[src/rtl/wrf_pkg.sv]
package wrf_pkg;

    localparam int AW  = 8;
    localparam int DW  = 8;
    localparam int NIB = AW / 2;

    typedef logic [AW-1:0] addr_t;
    typedef logic [DW-1:0] data_t;

    typedef enum logic [1:0] {
        MODE_DIRECT = 2'b00,
        MODE_WORK   = 2'b01,
        MODE_INDIR  = 2'b10,
        MODE_RSVD   = 2'b11
    } mode_e;

    typedef struct packed {
        data_t ptr;
        data_t spare;
        data_t sp;
        logic  viol;
    } ctl_t;

endpackage

[src/rtl/wrf_resolve.sv]
module wrf_resolve
    import wrf_pkg::*;
#(
    parameter addr_t WIN_LO = 8'h80,
    parameter addr_t WIN_HI = 8'hEF,
    parameter addr_t RSV_LO = 8'hE0,
    parameter addr_t RSV_HI = 8'hEF
) (
    input  addr_t              addr_i,
    input  logic [1:0]         mode_i,
    input  logic [NIB-1:0]     ptr_hi_i,
    input  logic               prot_i,
    output addr_t              eff_o,
    output logic               blk_o
);

    mode_e mode;
    logic  in_rsv;
    logic  in_win;

    always_comb begin
        mode = mode_e'(mode_i);
        // working numbers are relocated into the group picked by the pointer
        if (mode == MODE_WORK) begin
            eff_o = {ptr_hi_i, addr_i[NIB-1:0]};
        end else begin
            eff_o = addr_i;
        end
        in_rsv = (eff_o >= RSV_LO) && (eff_o <= RSV_HI);
        in_win = (eff_o >= WIN_LO) && (eff_o <= WIN_HI);
        blk_o  = (mode == MODE_RSVD)
              || ((mode == MODE_DIRECT) && in_rsv)
              || (prot_i && in_win);
    end

endmodule

[src/rtl/wrf_store.sv]
module wrf_store
    import wrf_pkg::*;
#(
    parameter int DEPTH = 253,
    localparam int IDX_W = $clog2(DEPTH)
) (
    input  logic             clk,
    input  logic             we_i,
    input  logic [IDX_W-1:0] widx_i,
    input  data_t            wdata_i,
    input  logic [IDX_W-1:0] ridx_i,
    output data_t            rdata_o
);

    data_t mem_d [DEPTH];
    data_t mem_q [DEPTH];

    always_comb begin
        mem_d = mem_q;
        if (we_i) begin
            mem_d[widx_i] = wdata_i;
        end
    end

    // no reset: contents persist across a core reset
    always_ff @(posedge clk) begin
        mem_q <= mem_d;
    end

    assign rdata_o = mem_q[ridx_i];

endmodule

[src/rtl/wreg_file.sv]
module wreg_file
    import wrf_pkg::*;
#(
    parameter addr_t WIN_LO     = 8'h80,
    parameter addr_t WIN_HI     = 8'hEF,
    parameter addr_t RSV_LO     = 8'hE0,
    parameter addr_t RSV_HI     = 8'hEF,
    parameter addr_t PTR_ADDR   = 8'hFD,
    parameter addr_t SPARE_ADDR = 8'hFE,
    parameter addr_t SP_ADDR    = 8'hFF
) (
    input  logic             clk,
    input  logic             rst_n,
    input  logic             prot_en_i,
    input  logic             rd_en_i,
    input  logic [AW-1:0]    rd_addr_i,
    input  logic [1:0]       rd_mode_i,
    output logic [DW-1:0]    rd_data_o,
    input  logic             wr_en_i,
    input  logic [AW-1:0]    wr_addr_i,
    input  logic [1:0]       wr_mode_i,
    input  logic [DW-1:0]    wr_data_i,
    output logic             viol_o
);

    localparam int DEPTH = int'(PTR_ADDR);
    localparam int IDX_W = $clog2(DEPTH);
    localparam int NPORT = 2;
    localparam int P_RD  = 0;
    localparam int P_WR  = 1;

    ctl_t  ctl_d, ctl_q;

    addr_t      acc_addr [NPORT];
    logic [1:0] acc_mode [NPORT];
    addr_t      acc_eff  [NPORT];
    logic       acc_blk  [NPORT];

    logic              mem_we;
    logic [IDX_W-1:0]  mem_widx;
    logic [IDX_W-1:0]  mem_ridx;
    data_t             mem_rdata;
    data_t             rd_data;

    assign acc_addr[P_RD] = rd_addr_i;
    assign acc_mode[P_RD] = rd_mode_i;
    assign acc_addr[P_WR] = wr_addr_i;
    assign acc_mode[P_WR] = wr_mode_i;

    for (genvar g = 0; g < NPORT; g++) begin : g_port
        wrf_resolve #(
            .WIN_LO (WIN_LO),
            .WIN_HI (WIN_HI),
            .RSV_LO (RSV_LO),
            .RSV_HI (RSV_HI)
        ) u_res (
            .addr_i   (acc_addr[g]),
            .mode_i   (acc_mode[g]),
            .ptr_hi_i (ctl_q.ptr[AW-1 -: NIB]),
            .prot_i   (prot_en_i),
            .eff_o    (acc_eff[g]),
            .blk_o    (acc_blk[g])
        );
    end

    assign mem_ridx = acc_eff[P_RD][IDX_W-1:0];
    assign mem_widx = acc_eff[P_WR][IDX_W-1:0];

    wrf_store #(
        .DEPTH (DEPTH)
    ) u_store (
        .clk     (clk),
        .we_i    (mem_we),
        .widx_i  (mem_widx),
        .wdata_i (wr_data_i),
        .ridx_i  (mem_ridx),
        .rdata_o (mem_rdata)
    );

    always_comb begin
        ctl_d  = ctl_q;
        mem_we = 1'b0;

        // read path: combinational from registered state
        rd_data = '0;
        if (!acc_blk[P_RD]) begin
            if (acc_eff[P_RD] == PTR_ADDR) begin
                rd_data = ctl_q.ptr;
            end else if (acc_eff[P_RD] == SPARE_ADDR) begin
                rd_data = ctl_q.spare;
            end else if (acc_eff[P_RD] == SP_ADDR) begin
                rd_data = ctl_q.sp;
            end else if (acc_eff[P_RD] < PTR_ADDR) begin
                rd_data = mem_rdata;
            end
        end

        // write path
        if (wr_en_i && !acc_blk[P_WR] && rst_n) begin
            if (acc_eff[P_WR] == PTR_ADDR) begin
                ctl_d.ptr = wr_data_i;
            end else if (acc_eff[P_WR] == SPARE_ADDR) begin
                ctl_d.spare = wr_data_i;
            end else if (acc_eff[P_WR] == SP_ADDR) begin
                ctl_d.sp = wr_data_i;
            end else if (acc_eff[P_WR] < PTR_ADDR) begin
                mem_we = 1'b1;
            end
        end

        ctl_d.viol = (rd_en_i && acc_blk[P_RD]) || (wr_en_i && acc_blk[P_WR]);
    end

    always_ff @(posedge clk or negedge rst_n) begin
        if (!rst_n) begin
            ctl_q <= '0;
        end else begin
            ctl_q <= ctl_d;
        end
    end

    assign rd_data_o = rd_data;
    assign viol_o    = ctl_q.viol;

endmodule

[config.mk]
export PLATFORM = sky130hd
export DESIGN_NAME = wreg_file
export DESIGN_NICKNAME = d
export VERILOG_FILES = /design/src/rtl/wrf_pkg.sv /design/src/rtl/wrf_resolve.sv /design/src/rtl/wrf_store.sv /design/src/rtl/wreg_file.sv
export SDC_FILE = /design/constraint.sdc
export NUM_CORES = 2
export LEC_CHECK = 0
export ABC_AREA = 1
export BUFFER_PORTS_ARGS = -buffer_cell sky130_fd_sc_hd__buf_2
export CAP_MARGIN = 20
export CORE_UTILIZATION = 40
export DETAILED_ROUTE_END_ITERATION = 16
export PLACE_DENSITY = 0.57
export SYNTH_ARGS = -nofsm -noshare
export SYNTH_HDL_FRONTEND = slang
export SYNTH_SLANG_ARGS = --single-unit
[constraint.sdc]
create_clock -name clk -period 7.65 [get_ports clk]
set_input_delay 1.53 -clock clk [delete_from_list [all_inputs] [get_ports clk]]
set_output_delay 1.53 -clock clk [all_outputs]
set_load 0.05 [all_outputs]
# == Word level (Yosys, flattened, before mapping) ==
# Index checks and enable logic that the tools add are counted.
# word_totals
ff_bits,2049
inputBits,33
word_cells,324
output_inout_bits,9
# op_classes
n_mux,18
bitwise_logic,4
reduce_logical,24
order_cmp,11
n_eq_ne,10
# ops
cell,n
$bwmux 2024,1
$mux 8,10
$bmux 8 s8,1
$demux 8 s8,1
$eq 8x8->1 const B,6
$ge 8x8->1 const B,4
$ge 9x9->1 const B,2
$not 8->9,2
$le 8x8->1 const B,2
$lt 8x8->1 const B,2
$logic_and 1x1->1,13
$lt 9x1->1 const B,1
$logic_or 1x1->1,5
$mux 1,5
$eq 2x1->1 const B,2
$eq 2x2->1 const B,2
$logic_not 2->1,2
$reduce_and 4->1,1
$reduce_and 3->1,1
$not 1->1,2
$reduce_and 2->1,1
$logic_not 1->1,1

# == Longest topological paths before layout ==
# logic_depth
ltp_word,11
depth_mapped,17
mapped_depth_nobuf,15

# == Cells and area by module ==
# Synthesis repeated with hierarchy kept, for this count alone.
# unflattened
cells_unflattened,8092
hier_area_um2,88623.7
# by_module_without_submodules
mod,cells_each,seq_area_each_um2,instances,area_each_um2
wrf_store,7807,60778.3,1,86661.9
wreg_file,201,625.6,1,1544.0
wrf_resolve,42,0.0,2,209.0

# == Least setup slack after synthesis ==
# OpenSTA, ideal clock, no wires.
# synth_timing
path_kind,input -> output
from,in rd_addr_i[0]
to,out rd_data_o[6]
path_buffers,3
t_required_ns,6.120
path_stages,16
t_arrival_ns,3.813
setup_slack_ns,2.307
cell_sequence,buf_2 > nor2_1 > buf_2 > clkbuf_1 > nand2_1 > nand2_1 > nor2_1 > nor2_1 > nor2_1 > nand2_1 > nand3_1 > nand3_1 > nand3_1 > nand3_1 > nand2_1 > a21oi_1
# synth_between
elab_chain_cells,10
# synth_rtl
item,line,source
start: declaration,wreg_file.sv:16,"input logic [AW-1:0] rd_addr_i,"
$mux 8 (*),wrf_resolve.sv:24,if (mode == MODE_WORK) begin
$not 8->9 (implied by the code),wrf_store.sv:30,assign rdata_o = mem_q[ridx_i];
$bmux 8 s8,wrf_store.sv:30,
$mux 8 (implied by the code) (2 in a row),wrf_store.sv:30,
$mux 8,wreg_file.sv:93,end else if (acc_eff[P_RD] < PTR_ADDR) begin
$mux 8,wreg_file.sv:91,end else if (acc_eff[P_RD] == SP_ADDR) begin
$mux 8,wreg_file.sv:89,end else if (acc_eff[P_RD] == SPARE_ADDR) begin
$mux 8,wreg_file.sv:87,if (acc_eff[P_RD] == PTR_ADDR) begin
$mux 8 (*),wreg_file.sv:86,if (!acc_blk[P_RD]) begin
end: declaration,wreg_file.sv:18,"output logic [DW-1:0] rd_data_o,"
# Every way passes the cells marked *; elsewhere a longest branch is shown, timed or not. The select of a mux whose other input is x is not followed.

# == Worst setup path in the final report ==
# layout_timing
from,in rd_addr_i[0]
to,out rd_data_o[4]
# Same word-level chain as after synthesis.

==> reports/qor.txt <==
Die Height -> 453 um
FP Rows -> 164
filler instances -> 18100
Syn. warnings -> 0
Worst-Margin Slew -> 1230 ps
Startpoint Class -> input pin
final hold violation count -> 0
Post-CTS Hold Fix Bufs -> 0
share of layout cells above drive strength 1 -> 0.0772
clock root cell -> clkbuf_16
Skew-Pair Late Insertion Delay -> 860 ps
Crit path required time -> 6120 ps
syn nets -> 6700
CTS resizes -> 0
CTS H-Tree Depth -> 4
Die Width -> 453 um
clock period minus worst slack -> 7270 ps
leakage -> 31.9 nW
Syn-to-layout area delta -> 13.1%
I/O Pins -> 42
most frequent cells in the layout -> nand2_1, edfxtp_1, nor2_1
CTS tree -> built
Pins Over Slew Limit -> 0
remaining antenna violation count -> 0
Initial Utilization -> 0.405
final estimated routing congestion in global placement -> 0.903
dominant cells by area after synthesis -> edfxtp_1, nand2_1, nor2_1, nand3_1, nand4_1
largest net degree at the start of global routing -> 194
Worst-path clk slew -> 70 ps
CORE AREA -> 201000 um^2
sequential share of the synthesized area -> 0.756
synthesized instance count -> 6667
Die ar. -> 205000 um^2
Post-CTS Setup Bufs -> 0
CTS Buf Count -> 204
first drt pass iteration count -> 6
Sink Count -> 2049
Critical Path End Type -> output port
DR iter-0 viols -> 6566
area of the multi-input gates -> 17500 um^2
RSZ-0062 raised after global routing -> false
maxcap violations -> 0
fin util -> 0.457
final setup vio count -> 0
crit path max fanout -> 29
number of remaining DRC errors -> 0
crit share post-route -> 0.950
Cell variety after synth -> 33
area post-placement -> 85500 um^2
final instance count without filler cells -> 9583
Reg area -> 61400 um^2
Clock Skew -> 43.7 ps
commonest non-fill, non-tap cell in the layout -> nand2_1
Total Wirelength -> 247000 um
Fmax achieved -> 0.138 GHz
max_slew headroom -> 0.179
routed vias -> 52400
Yosys top cell by area -> edfxtp_1
Mean Syn Cell Area -> 12.2 um^2
first-pass GRT wire length -> 355000 um
Wirelength per Cell -> 25.8 um
CTS max path bufs -> 3
FF+latch count, synth -> 2049
CP Class -> input pin to output port
Worst VDD drop -> 0.247 mV
drt via density -> 5.47
Synth top area share -> 0.749
Arr. time, crit path -> 5740 ps
HPWL after detailed placement -> 145000 um
post-route cell area -> 91800 um^2
Placed Cells -> 9197
status -> complete, no violations
vias in the first global route -> 49400
pwr/cell area -> 255 nW/um^2
initial antenna violation count -> 6
NumNets Final -> 6780
Fin Setup TNS -> 0 ps
total gr overflow -> 0
Cell Area, Synth -> 81200 um^2
# port buffers -> 41
Pwr Total -> 23.5 mW
worst hold-check path type -> register to register
Tot GR Track Use -> 0.238
where the power goes:
| part | leakage, nW | internal, mW | total (mW) | switching, mW |
|---|---|---|---|---|
| Clock | 3.09 | 5.28 | 9.65 | 4.36 |
| Sequential | 18.5 | 12.3 | 12.3 | 0.00235 |
| Combinational | 10.3 | 0.341 | 1.46 | 1.12 |
metal layers:
layer  up-vias  GRT usage  wire length (um)
met5         -          0                 0
met2      2330      0.372            114000
met1     26200      0.333            104000
li1      23500          -                 -
met4         0     0.0916              9640
met3       386     0.0391             19800
state kept, by name, summed over array words and instances, names as in the netlist:
signal / flops
ctl_q: 24
u_store.mem_q: 2024
viol_o: 1
through the flow:
step                hold slack [ps]  worst slack, ps
floorplan                       448             2310
global placement                464              413
detailed placement              468              452
CTS                             484              444
global route                    502              345
finish                          482              383
worst max-delay path: stages:
cell and delay [ps]:
buf_6 390, inv_4 210, nor2_4 690, buf_12 330
buf_4 370, nand2_1 90, nand4_1 180, nand3_1 140
nand3_1 230, nand3_1 230, nand3_1 150, nand3_1 140
nand3_1 110, nor2_1 50, nor2_1 450, buf_4 250
buf_12 130
cells in the mapped netlist:
cell and count:
buf_6 1, nand4_1 304, nand2_4 1, a22o_1 4, clkinv_1 8, a21oi_2 1, nand3_1 416, nand2_1 2124
o22ai_1 1, a22oi_1 103, dfrtp_1 25, nor2_4 1, nand2_2 8, buf_1 72, o21ai_2 5, clkbuf_1 193
inv_1 245, edfxtp_1 2024, nand3_2 7, inv_2 7, and2_1 62, nor3_2 1, nand3b_1 1, buf_4 1
o21a_1 1, o21bai_1 1, nor2_1 681, nor2_2 2, buf_2 77, o21ai_0 42, nor3_1 2, o21ai_1 7
a21oi_1 239
cell type report:
| cell class | count | area share |
|---|---|---|
| Tap cell | 2656 | 0.0362 |
| Clock inverter | 115 | 0.0105 |
| Antenna cell | 6 | 0.000164 |
| Clock buffer | 265 | 0.0586 |
| Sequential cell | 2049 | 0.669 |
| Multi-Input combinational cell | 4014 | 0.190 |
| Timing Repair Buffer | 218 | 0.0247 |
| Inverter | 260 | 0.0108 |
final timing paths:
| kind | start | end | slack (ps) | cells past startpoint |
|---|---|---|---|---|
| max in group asynchronous | rst_n | ctl_q[6] | 6280 | 2 |
| min in group asynchronous | rst_n | ctl_q[21] | 1050 | 2 |
| worst min-delay path | ctl_q[19] | ctl_q[19] | 480 | 2 |
| worst max register to register | ctl_q[22] | u_store.mem_q[1938] | 2380 | 13 |
| worst max-delay path | rd_addr_i[0] | rd_data_o[4] | 380 | 17 |
| worst min register to register | ctl_q[19] | ctl_q[19] | 480 | 2 |
kinds of logic after synthesis:
logic type             Yosys count  share of synthesized area
AO/OA/AOI/OAI                  404                     0.0286
buffers and inverters          604                     0.0293
flip-flops                    2049                      0.756
AND/OR/NAND/NOR               3610                      0.186
Power figures use the tool's default switching activity.
